===== config.mk =====
export PLATFORM = sky130hd
export DESIGN_NAME = cfgWriteSlave
export DESIGN_NICKNAME = d
export VERILOG_FILES = /design/src/rtl/cfgSlavePkg.sv /design/src/rtl/cfgBusFilter.sv /design/src/rtl/cfgBusCtrl.sv /design/src/rtl/cfgDatapath.sv /design/src/rtl/cfgWriteSlave.sv
export SDC_FILE = /design/constraint.sdc
export NUM_CORES = 1
export LEC_CHECK = 0
export ABC_AREA = 1
export BUFFER_PORTS_ARGS = -buffer_cell sky130_fd_sc_hd__buf_2
export CAP_MARGIN = 0
export CELL_PAD_IN_SITES_DETAIL_PLACEMENT = 0
export CELL_PAD_IN_SITES_GLOBAL_PLACEMENT = 1
export CORE_MARGIN = 1
export CORE_UTILIZATION = 48
export CTS_CLUSTER_SIZE = 40
export DETAILED_ROUTE_END_ITERATION = 10
export GPL_ROUTABILITY_DRIVEN = 1
export PLACE_DENSITY_LB_ADDON = 0.08
export SLEW_MARGIN = 0
export SYNTH_ARGS = -nofsm -noshare
export SYNTH_HDL_FRONTEND = slang
export SYNTH_SLANG_ARGS = --single-unit

===== constraint.sdc =====
create_clock -name clk -period 3.1 [get_ports clk]
set_input_delay 0.62 -clock clk [delete_from_list [all_inputs] [get_ports clk]]
set_output_delay 0.62 -clock clk [all_outputs]
set_load 0.01 [all_outputs]

===== src/rtl/cfgSlavePkg.sv =====
package cfgSlavePkg;
  localparam int NUM_REGS   = 8;
  localparam int HDR_BYTES  = 3;
  localparam int FRAME_LEN  = HDR_BYTES + NUM_REGS;
  localparam int IDX_W      = $clog2(FRAME_LEN + 1);
  localparam int REG_IDX_W  = $clog2(NUM_REGS);
  localparam logic [7:0] ADDR_BYTE = 8'hD2;

  typedef enum logic [1:0] {ST_IDLE, ST_BITS, ST_ACKWAIT, ST_ACKHOLD} busState_t;

  typedef struct packed {
    logic                 shiftEn;
    logic                 commitEn;
    logic [REG_IDX_W-1:0] regIdx;
  } strobe_t;

  function automatic logic [7:0] regDefault(input int idx);
    case (idx)
      1:       return 8'h0B;
      2:       return 8'h5F;
      3:       return 8'h37;
      5:       return 8'h13;
      default: return 8'h00;
    endcase
  endfunction
endpackage


===== src/rtl/cfgBusFilter.sv =====
module cfgBusFilter #(
  parameter int SYNC = 2,
  parameter int FILT = 3
) (
  input  logic clk,
  input  logic rstN,
  input  logic sclIn,
  input  logic sdaIn,
  output logic sdaLvl,
  output logic sclRise,
  output logic sclFall,
  output logic startEv,
  output logic stopEv
);
  localparam int LINES = 2;  // 0 = clock line, 1 = data line

  logic [LINES-1:0] rawIn;
  logic [SYNC-1:0]  syncQ [LINES];
  logic [FILT-1:0]  histQ [LINES];
  logic [LINES-1:0] lvlQ, prevQ;

  assign rawIn = {sdaIn, sclIn};

  always_ff @(posedge clk or negedge rstN) begin
    if (!rstN) begin
      for (int i = 0; i < LINES; i++) begin
        syncQ[i] <= '1;
        histQ[i] <= '1;
      end
      lvlQ  <= '1;
      prevQ <= '1;
    end else begin
      for (int i = 0; i < LINES; i++) begin
        syncQ[i] <= {syncQ[i][SYNC-2:0], rawIn[i]};
        histQ[i] <= {histQ[i][FILT-2:0], syncQ[i][SYNC-1]};
        if (&histQ[i])       lvlQ[i] <= 1'b1;
        else if (~|histQ[i]) lvlQ[i] <= 1'b0;
      end
      prevQ <= lvlQ;
    end
  end

  assign sdaLvl  = lvlQ[1];
  assign sclRise = lvlQ[0] & ~prevQ[0];
  assign sclFall = ~lvlQ[0] & prevQ[0];
  assign startEv = lvlQ[0] & prevQ[0] & prevQ[1] & ~lvlQ[1];
  assign stopEv  = lvlQ[0] & prevQ[0] & ~prevQ[1] & lvlQ[1];

  // a filtered level only takes a value the synchronizer has settled on
  assert_filter_agree_R12: assert property (@(posedge clk) disable iff (!rstN)
    $changed(lvlQ[0]) |-> ($past(syncQ[0][SYNC-1], 2) == lvlQ[0]));
endmodule


===== src/rtl/cfgBusCtrl.sv =====
module cfgBusCtrl
  import cfgSlavePkg::*;
(
  input  logic       clk,
  input  logic       rstN,
  input  logic       sclRise,
  input  logic       sclFall,
  input  logic       startEv,
  input  logic       stopEv,
  input  logic [7:0] rxByte,
  output strobe_t    stb,
  output logic       sdaDriveLow
);
  busState_t        state;
  logic [2:0]       bitCnt;
  logic [IDX_W-1:0] byteIdx;
  logic             lastBit, addrBad;

  assign lastBit = (state == ST_BITS) && sclRise && (bitCnt == 3'd7);
  assign addrBad = (byteIdx == '0) && (rxByte != ADDR_BYTE);

  always_comb begin
    stb.shiftEn  = (state == ST_BITS) && sclRise;
    stb.commitEn = lastBit && (byteIdx >= IDX_W'(HDR_BYTES))
                           && (byteIdx <  IDX_W'(FRAME_LEN));
    stb.regIdx   = REG_IDX_W'(byteIdx - IDX_W'(HDR_BYTES));
  end

  always_ff @(posedge clk or negedge rstN) begin
    if (!rstN) begin
      state       <= ST_IDLE;
      bitCnt      <= '0;
      byteIdx     <= '0;
      sdaDriveLow <= 1'b0;
    end else if (startEv) begin
      state       <= ST_BITS;
      bitCnt      <= '0;
      byteIdx     <= '0;
      sdaDriveLow <= 1'b0;
    end else if (stopEv) begin
      state       <= ST_IDLE;
      sdaDriveLow <= 1'b0;
    end else begin
      case (state)
        ST_BITS: if (sclRise) begin
          bitCnt <= bitCnt + 3'd1;
          if (bitCnt == 3'd7) begin
            if (addrBad) state <= ST_IDLE;
            else begin
              state <= ST_ACKWAIT;
              if (byteIdx != IDX_W'(FRAME_LEN)) byteIdx <= byteIdx + 1'b1;
            end
          end
        end
        ST_ACKWAIT: if (sclFall) begin
          sdaDriveLow <= 1'b1;
          state       <= ST_ACKHOLD;
        end
        ST_ACKHOLD: if (sclFall) begin
          sdaDriveLow <= 1'b0;
          bitCnt      <= '0;
          state       <= ST_BITS;
        end
        default: ;
      endcase
    end
  end

  // acknowledge begins on a filtered clock fall
  assert_ack_on_fall_R8: assert property (@(posedge clk) disable iff (!rstN)
    $rose(sdaDriveLow) |-> $past(sclFall));
  // acknowledge ends on a clock fall or an abort
  assert_ack_release_R8: assert property (@(posedge clk) disable iff (!rstN)
    $fell(sdaDriveLow) |-> $past(sclFall || stopEv || startEv));
  // a foreign address is never acknowledged
  assert_nack_bad_addr_R1: assert property (@(posedge clk) disable iff (!rstN)
    (lastBit && addrBad && !startEv && !stopEv) |=> !sdaDriveLow);
endmodule


===== src/rtl/cfgDatapath.sv =====
module cfgDatapath
  import cfgSlavePkg::*;
(
  input  logic       clk,
  input  logic       rstN,
  input  logic       sdaLvl,
  input  strobe_t    stb,
  output logic [7:0] rxByte,
  output logic       swFreqSel,
  output logic [2:0] freqCode,
  output logic       triStateReq,
  output logic [1:0] cpuRun,
  output logic       sdram12Run,
  output logic [4:0] pciRun,
  output logic       pciFixRun,
  output logic [2:0] sdramBankRun,
  output logic       sioRun,
  output logic       usbRun,
  output logic [1:0] refRun,
  output logic       ioapicRun
);
  logic [6:0]                shiftQ;
  logic [NUM_REGS-1:0][7:0]  regQ;

  assign rxByte = {shiftQ, sdaLvl};

  always_ff @(posedge clk or negedge rstN) begin
    if (!rstN) begin
      shiftQ <= '0;
      for (int i = 0; i < NUM_REGS; i++) regQ[i] <= regDefault(i);
    end else begin
      if (stb.shiftEn)  shiftQ <= {shiftQ[5:0], sdaLvl};
      if (stb.commitEn) regQ[stb.regIdx] <= rxByte;
    end
  end

  assign swFreqSel    = regQ[0][3];
  assign freqCode     = regQ[0][6:4];
  assign triStateReq  = &regQ[0][1:0];
  assign cpuRun       = regQ[1][1:0];
  assign sdram12Run   = regQ[1][3];
  assign pciRun       = regQ[2][4:0];
  assign pciFixRun    = regQ[2][6];
  assign sdramBankRun = regQ[3][2:0];
  assign sioRun       = regQ[3][4];
  assign usbRun       = regQ[3][5];
  assign refRun       = regQ[5][1:0];
  assign ioapicRun    = regQ[5][4];

  // register file frozen unless the controller commits a byte
  assert_regs_hold_R11: assert property (@(posedge clk) disable iff (!rstN)
    !stb.commitEn |=> $stable(regQ));
endmodule


===== src/rtl/cfgWriteSlave.sv =====
module cfgWriteSlave
  import cfgSlavePkg::*;
#(
  parameter int SYNC = 2,
  parameter int FILT = 3
) (
  input  logic       clk,
  input  logic       rstN,
  input  logic       sclIn,
  input  logic       sdaIn,
  output logic       sdaDriveLow,
  output logic       swFreqSel,
  output logic [2:0] freqCode,
  output logic       triStateReq,
  output logic [1:0] cpuRun,
  output logic       sdram12Run,
  output logic [4:0] pciRun,
  output logic       pciFixRun,
  output logic [2:0] sdramBankRun,
  output logic       sioRun,
  output logic       usbRun,
  output logic [1:0] refRun,
  output logic       ioapicRun
);
  logic       sdaLvl, sclRise, sclFall, startEv, stopEv;
  logic [7:0] rxByte;
  strobe_t    stb;

  cfgBusFilter #(.SYNC(SYNC), .FILT(FILT)) u_filter (
    .clk(clk), .rstN(rstN), .sclIn(sclIn), .sdaIn(sdaIn),
    .sdaLvl(sdaLvl), .sclRise(sclRise), .sclFall(sclFall),
    .startEv(startEv), .stopEv(stopEv));

  cfgBusCtrl u_ctrl (
    .clk(clk), .rstN(rstN), .sclRise(sclRise), .sclFall(sclFall),
    .startEv(startEv), .stopEv(stopEv), .rxByte(rxByte),
    .stb(stb), .sdaDriveLow(sdaDriveLow));

  cfgDatapath u_dpath (
    .clk(clk), .rstN(rstN), .sdaLvl(sdaLvl), .stb(stb), .rxByte(rxByte),
    .swFreqSel(swFreqSel), .freqCode(freqCode), .triStateReq(triStateReq),
    .cpuRun(cpuRun), .sdram12Run(sdram12Run), .pciRun(pciRun),
    .pciFixRun(pciFixRun), .sdramBankRun(sdramBankRun), .sioRun(sioRun),
    .usbRun(usbRun), .refRun(refRun), .ioapicRun(ioapicRun));
endmodule


==> metrics list <==
- Input/output buffers: 26
- Synth Area in Simple Gates: 26.0%
- The number of global-route vias before repair is 1630.
- In this run, the number of DRC markers left after iteration 0 of detailed routing was 123.
- Final Skew: 0.00822 ns
* Via density: 4.78
* Die footprint: 5520 um2
* CP max-delay cell: dfrtp_1
- For this run, design rule violations remaining after detail routing come to 0.
- Number of inserted diodes: 0
- For this run, the share of the core covered by cells in the final layout is 55.9%.
- Final nets: 298
* Adder-cell share of the synthesized area: 2.00%
- After synthesis the cells add up to 2510 um2.
- From bottom edge to top edge, the die measures 74.3 um.
* ANT nets after route: 0
* Sequential element share of the synthesized area: 55.4%
- Global routing used 18.3% of the available tracks.
* Max clock buf depth: 2
- VDD IR-drop max: 0.000443 V
- Synthesis produced a netlist with a net count of 282.
- TritonCTS built the clock tree.
- For flop-to-flop paths, the worst setup slack is 1.24 ns.
* Startpoint of the lowest-slack register-to-register path: u_ctrl.byteIdx[0]
- Across the run, the number of max-cap violations was 0.
* Detailed-placement wirelength estimate: 3.06 mm
- The number of antenna violations at the first check in global routing came to 0.
- Fraction of power consumed by sequential logic: 50.1%
- Sorting the synthesized cells by area gives the leading types as dfstp_2 32%, dfrtp_1 23%, nand2_1 13%, buf_4 4.5%, inv_1 3.6%.
- Initial core utilization: 51.4%
- For this design the static power due to leakage is 1.37 nW.
- For this block, the routed nets add up to 4.35 mm of wire.
- Clock-pin slew was measured on the worst setup and hold paths at 0.10 ns.
- The floorplan step defined a core boundary enclosing 4880 um2.
* Critical-path cell list: ha_1, nor2_1, nor2_1, nor2_2, nand3_4, inv_4, nand2_2, nand2_1, o21ai_2
- Setup repair after global routing missed its margin: false
- Clock latency on the worst-skew pair, taken at its later pin, is 0.31 ns.
* Pin count of the biggest net entering global routing: 55
- Pin placement for this block handled 27 I/O pins.
* Average cell area after synthesis: 9.15 um2
- Switching power share of the total: 31.2%
- In this run the worst hold path is classified as reg2reg.
- Actual transition at the worst max-transition pin: 0.649 ns
- Multi-input logic area: 885 um2
* Instance area after placement: 2600 um2
- After Yosys synthesis, XOR and XNOR cells account for 0% of the synthesized area.
- Fmax: 0.537 GHz
* Capture point of the worst reg-to-reg path: u_dpath.pciRun[1]
- Last weighted congestion value of the routability-driven placer: 0.827
* Total number of clock tree sinks: 54
- H-tree lvl count: 2
- At the worst endpoint, the arrival time is 2.11 ns.
- After synthesis, the largest area contributor takes up 32.5% of total cell area.
- Net switching power: 0.542 mW
- The post-route netlist has 30.9% of its cells at a drive strength greater than 1.
- Via count: 1712
- The path with the worst hold slack has its endpoint at u_filter.histQ[0].
* Compound-Gate Fraction of Synth Area: 7.29%
- The synthesized design spends more area on one cell type than any other, namely dfstp_2.
- Final critical-path required period: 1.86 ns
- Counting cells, the worst reg-to-reg path comes to 9.
* Power density over the cells: 637 nW/um2
* Top cell by count, worst path: nor2_1
* Comb pwr share: 20.0%
- Synthesis inferred 54 register bits.
* Area Growth Syn to Fin: 8.83%
* CTS Hold Bufs: 0
* Largest stage delay on the critical path: 0.49 ns
- After routing, the total negative slack on setup checks comes to 0 ns.
- For this run, the leading register cell type out of synthesis is dfstp_2.
- After synthesis, the share of flip-flops with an asynchronous set or reset is 100%.
- The startpoint identified for the worst hold timing path is u_filter.syncQ[1].
* Number of endpoints with negative hold slack in the final report: 0
- Number of gates resized after CTS: 0
- Number of rows in the core area: 25
- The final critical path takes up 60.0% of the cycle.
- Type of origin of the critical path: flop
* FF+latch area: 1390 um2
- Largest driver fanout on the critical path: 12
* Clock root buffer: clkbuf_8
- Combinational family with the most area after synthesis: simple AND/OR/NAND/NOR gates
- The first global-routing pass estimated 7.51 mm of wire.
* Relative slew margins: 56.7%
* Die Width: 74.3 um
- Setup violations remaining at the end of the flow were counted as 0.
- The internal power of the cells totals 1.20 mW.
- Number of buffers added by the clock tree synthesis step: 5
- Post-CTS setup-driven buffer insertion count: 0
- After routing the design area is 2730 um2.
* Aggregate global routing overflow: 0
* Post-DR wirelength/cell: 12.1 um
- Critical path required time: 3.35 ns
* Post-synth EDFFs: 0
* Number of fill cells: 476
- Synth warn: 0
- First-pass iteration count of the detailed router: 4
- Type of element capturing the critical path: flop
* Clk network pwr share: 29.9%
- Multiplexer fraction of the synthesized cell area: 0%
- The run finished with clean final reports.
- In the synthesized netlist, the number of instances is 274.
- By startpoint and endpoint, the worst setup path is classified as reg2reg.
- Number of unique standard cell types used by synthesis: 30
- Final-report max-slew violation count: 0
* Hold path depth: 0
-- worst max path at each step --
stage                          end              start  slack, ns  depth (start not counted)
6_report         u_dpath.pciRun[1]  u_ctrl.byteIdx[0]       1.24                          9
5_1_grt          u_dpath.pciRun[1]  u_ctrl.byteIdx[0]       1.02                          9
2_1_floorplan  u_dpath.freqCode[0]  u_ctrl.byteIdx[0]       1.51                          8
3_5_place_dp     u_dpath.pciRun[1]  u_ctrl.byteIdx[0]       1.25                          9
3_3_place_gp       u_dpath.regQ[1]  u_ctrl.byteIdx[0]       1.29                          7
4_1_cts          u_dpath.pciRun[1]  u_ctrl.byteIdx[0]       1.23                          9
-- Yosys cell counts, types with 3 or more instances --
| cell | count |
|---|---|
| o21ai_2 | 6 |
| buf_4 | 15 |
| inv_1 | 24 |
| a21oi_1 | 6 |
| nand4_1 | 3 |
| nor2_1 | 13 |
| dfstp_2 | 31 |
| nand2_2 | 9 |
| nand3_1 | 13 |
| o21ai_0 | 16 |
| nor3_1 | 5 |
| dfrtp_1 | 23 |
| ha_1 | 4 |
| nand2_1 | 90 |
-- power groups by stage --
stage	registers, mW	logic (mW)	clock network, mW
after floorplan	0.853	0.285	0
after global placement	0.882	0.347	0
after detailed placement	0.884	0.352	0
after CTS	0.873	0.354	0.533
after global routing	0.884	0.405	0.560
final	0.872	0.347	0.520
-- cells by family (layout without fill, tap and decap cells) --
group / after synthesis / count (layout)
simple gates: 141 / 141
flops: 54 / 54
buf+inv: 44 / 61
compound gates: 31 / 31
fa+ha+maj: 4 / 4
-- metrics by stage --
| step | std cells | power (mW) | worst slack [ns] | hold WS [ns] |
|---|---|---|---|---|
| after floorplan | 274 | 1.14 | 1.51 | 0.324 |
| after global placement | 350 | 1.23 | 1.29 | 0.346 |
| after detailed placement | 350 | 1.24 | 1.25 | 0.347 |
| after CTS | 358 | 1.76 | 1.23 | 0.362 |
| after global routing | 358 | 1.85 | 1.02 | 0.364 |
| final | 358 | 1.74 | 1.24 | 0.360 |
-- sequential cells by signal, summed over array words and instances, names as in the netlist, 2 cells and up --
name,cells
u_dpath.pciRun,5
u_dpath.regQ,2
u_ctrl.bitCnt,3
u_filter.syncQ,4
u_filter.prevQ,2
u_dpath.refRun,2
u_ctrl.state,2
u_filter.histQ,6
u_dpath.sdramBankRun,3
u_dpath.freqCode,3
u_dpath.cpuRun,2
u_ctrl.byteIdx,4
u_filter.lvlQ,2
u_dpath.shiftQ,7
-- routing by layer --
layer  global-route usage [%]  part of all wire (%)  vias up
met4                     6.29                   1.4        0
met1                     24.6                    51      796
met5                        0                     0        -
li1                         -                     -      884
met2                     29.5                    45       27
met3                     4.07                   3.0        5
-- critical path: cells and delay by family, from the launching register on --
family                   cells  cell delay [ns]
flip-flops                   1             0.49
adder cells (fa/ha/maj)      1             0.29
AO/OA/AOI/OAI                1             0.06
AND/OR/NAND/NOR              6             0.85
buffers and inverters        1             0.11
-- cells in the final DEF (no fill, tap or decap), types with 3 or more instances in the layout --
| cell type | instances |
|---|---|
| nand2_2 | 9 |
| ha_1 | 4 |
| dfrtp_1 | 23 |
| buf_2 | 26 |
| nand2_1 | 90 |
| clkbuf_8 | 5 |
| inv_1 | 24 |
| o21ai_2 | 6 |
| dfstp_2 | 31 |
| nand4_1 | 3 |
| a21oi_1 | 6 |
| nor2_1 | 13 |
| nand3_1 | 13 |
| nor3_1 | 5 |
| o21ai_0 | 16 |
-- cell type report --
| type | count | share of cell area (%) |
|---|---|---|
| well taps | 67 | 3.07 |
| clock inverters | 2 | 1.42 |
| multi-input cells | 176 | 32.4 |
| inverters | 26 | 3.67 |
| clock buffers | 6 | 3.44 |
| flip-flops and latches | 54 | 50.9 |
| repair buffers | 27 | 5.04 |
Note: power is estimated with default switching activity, not from simulation.
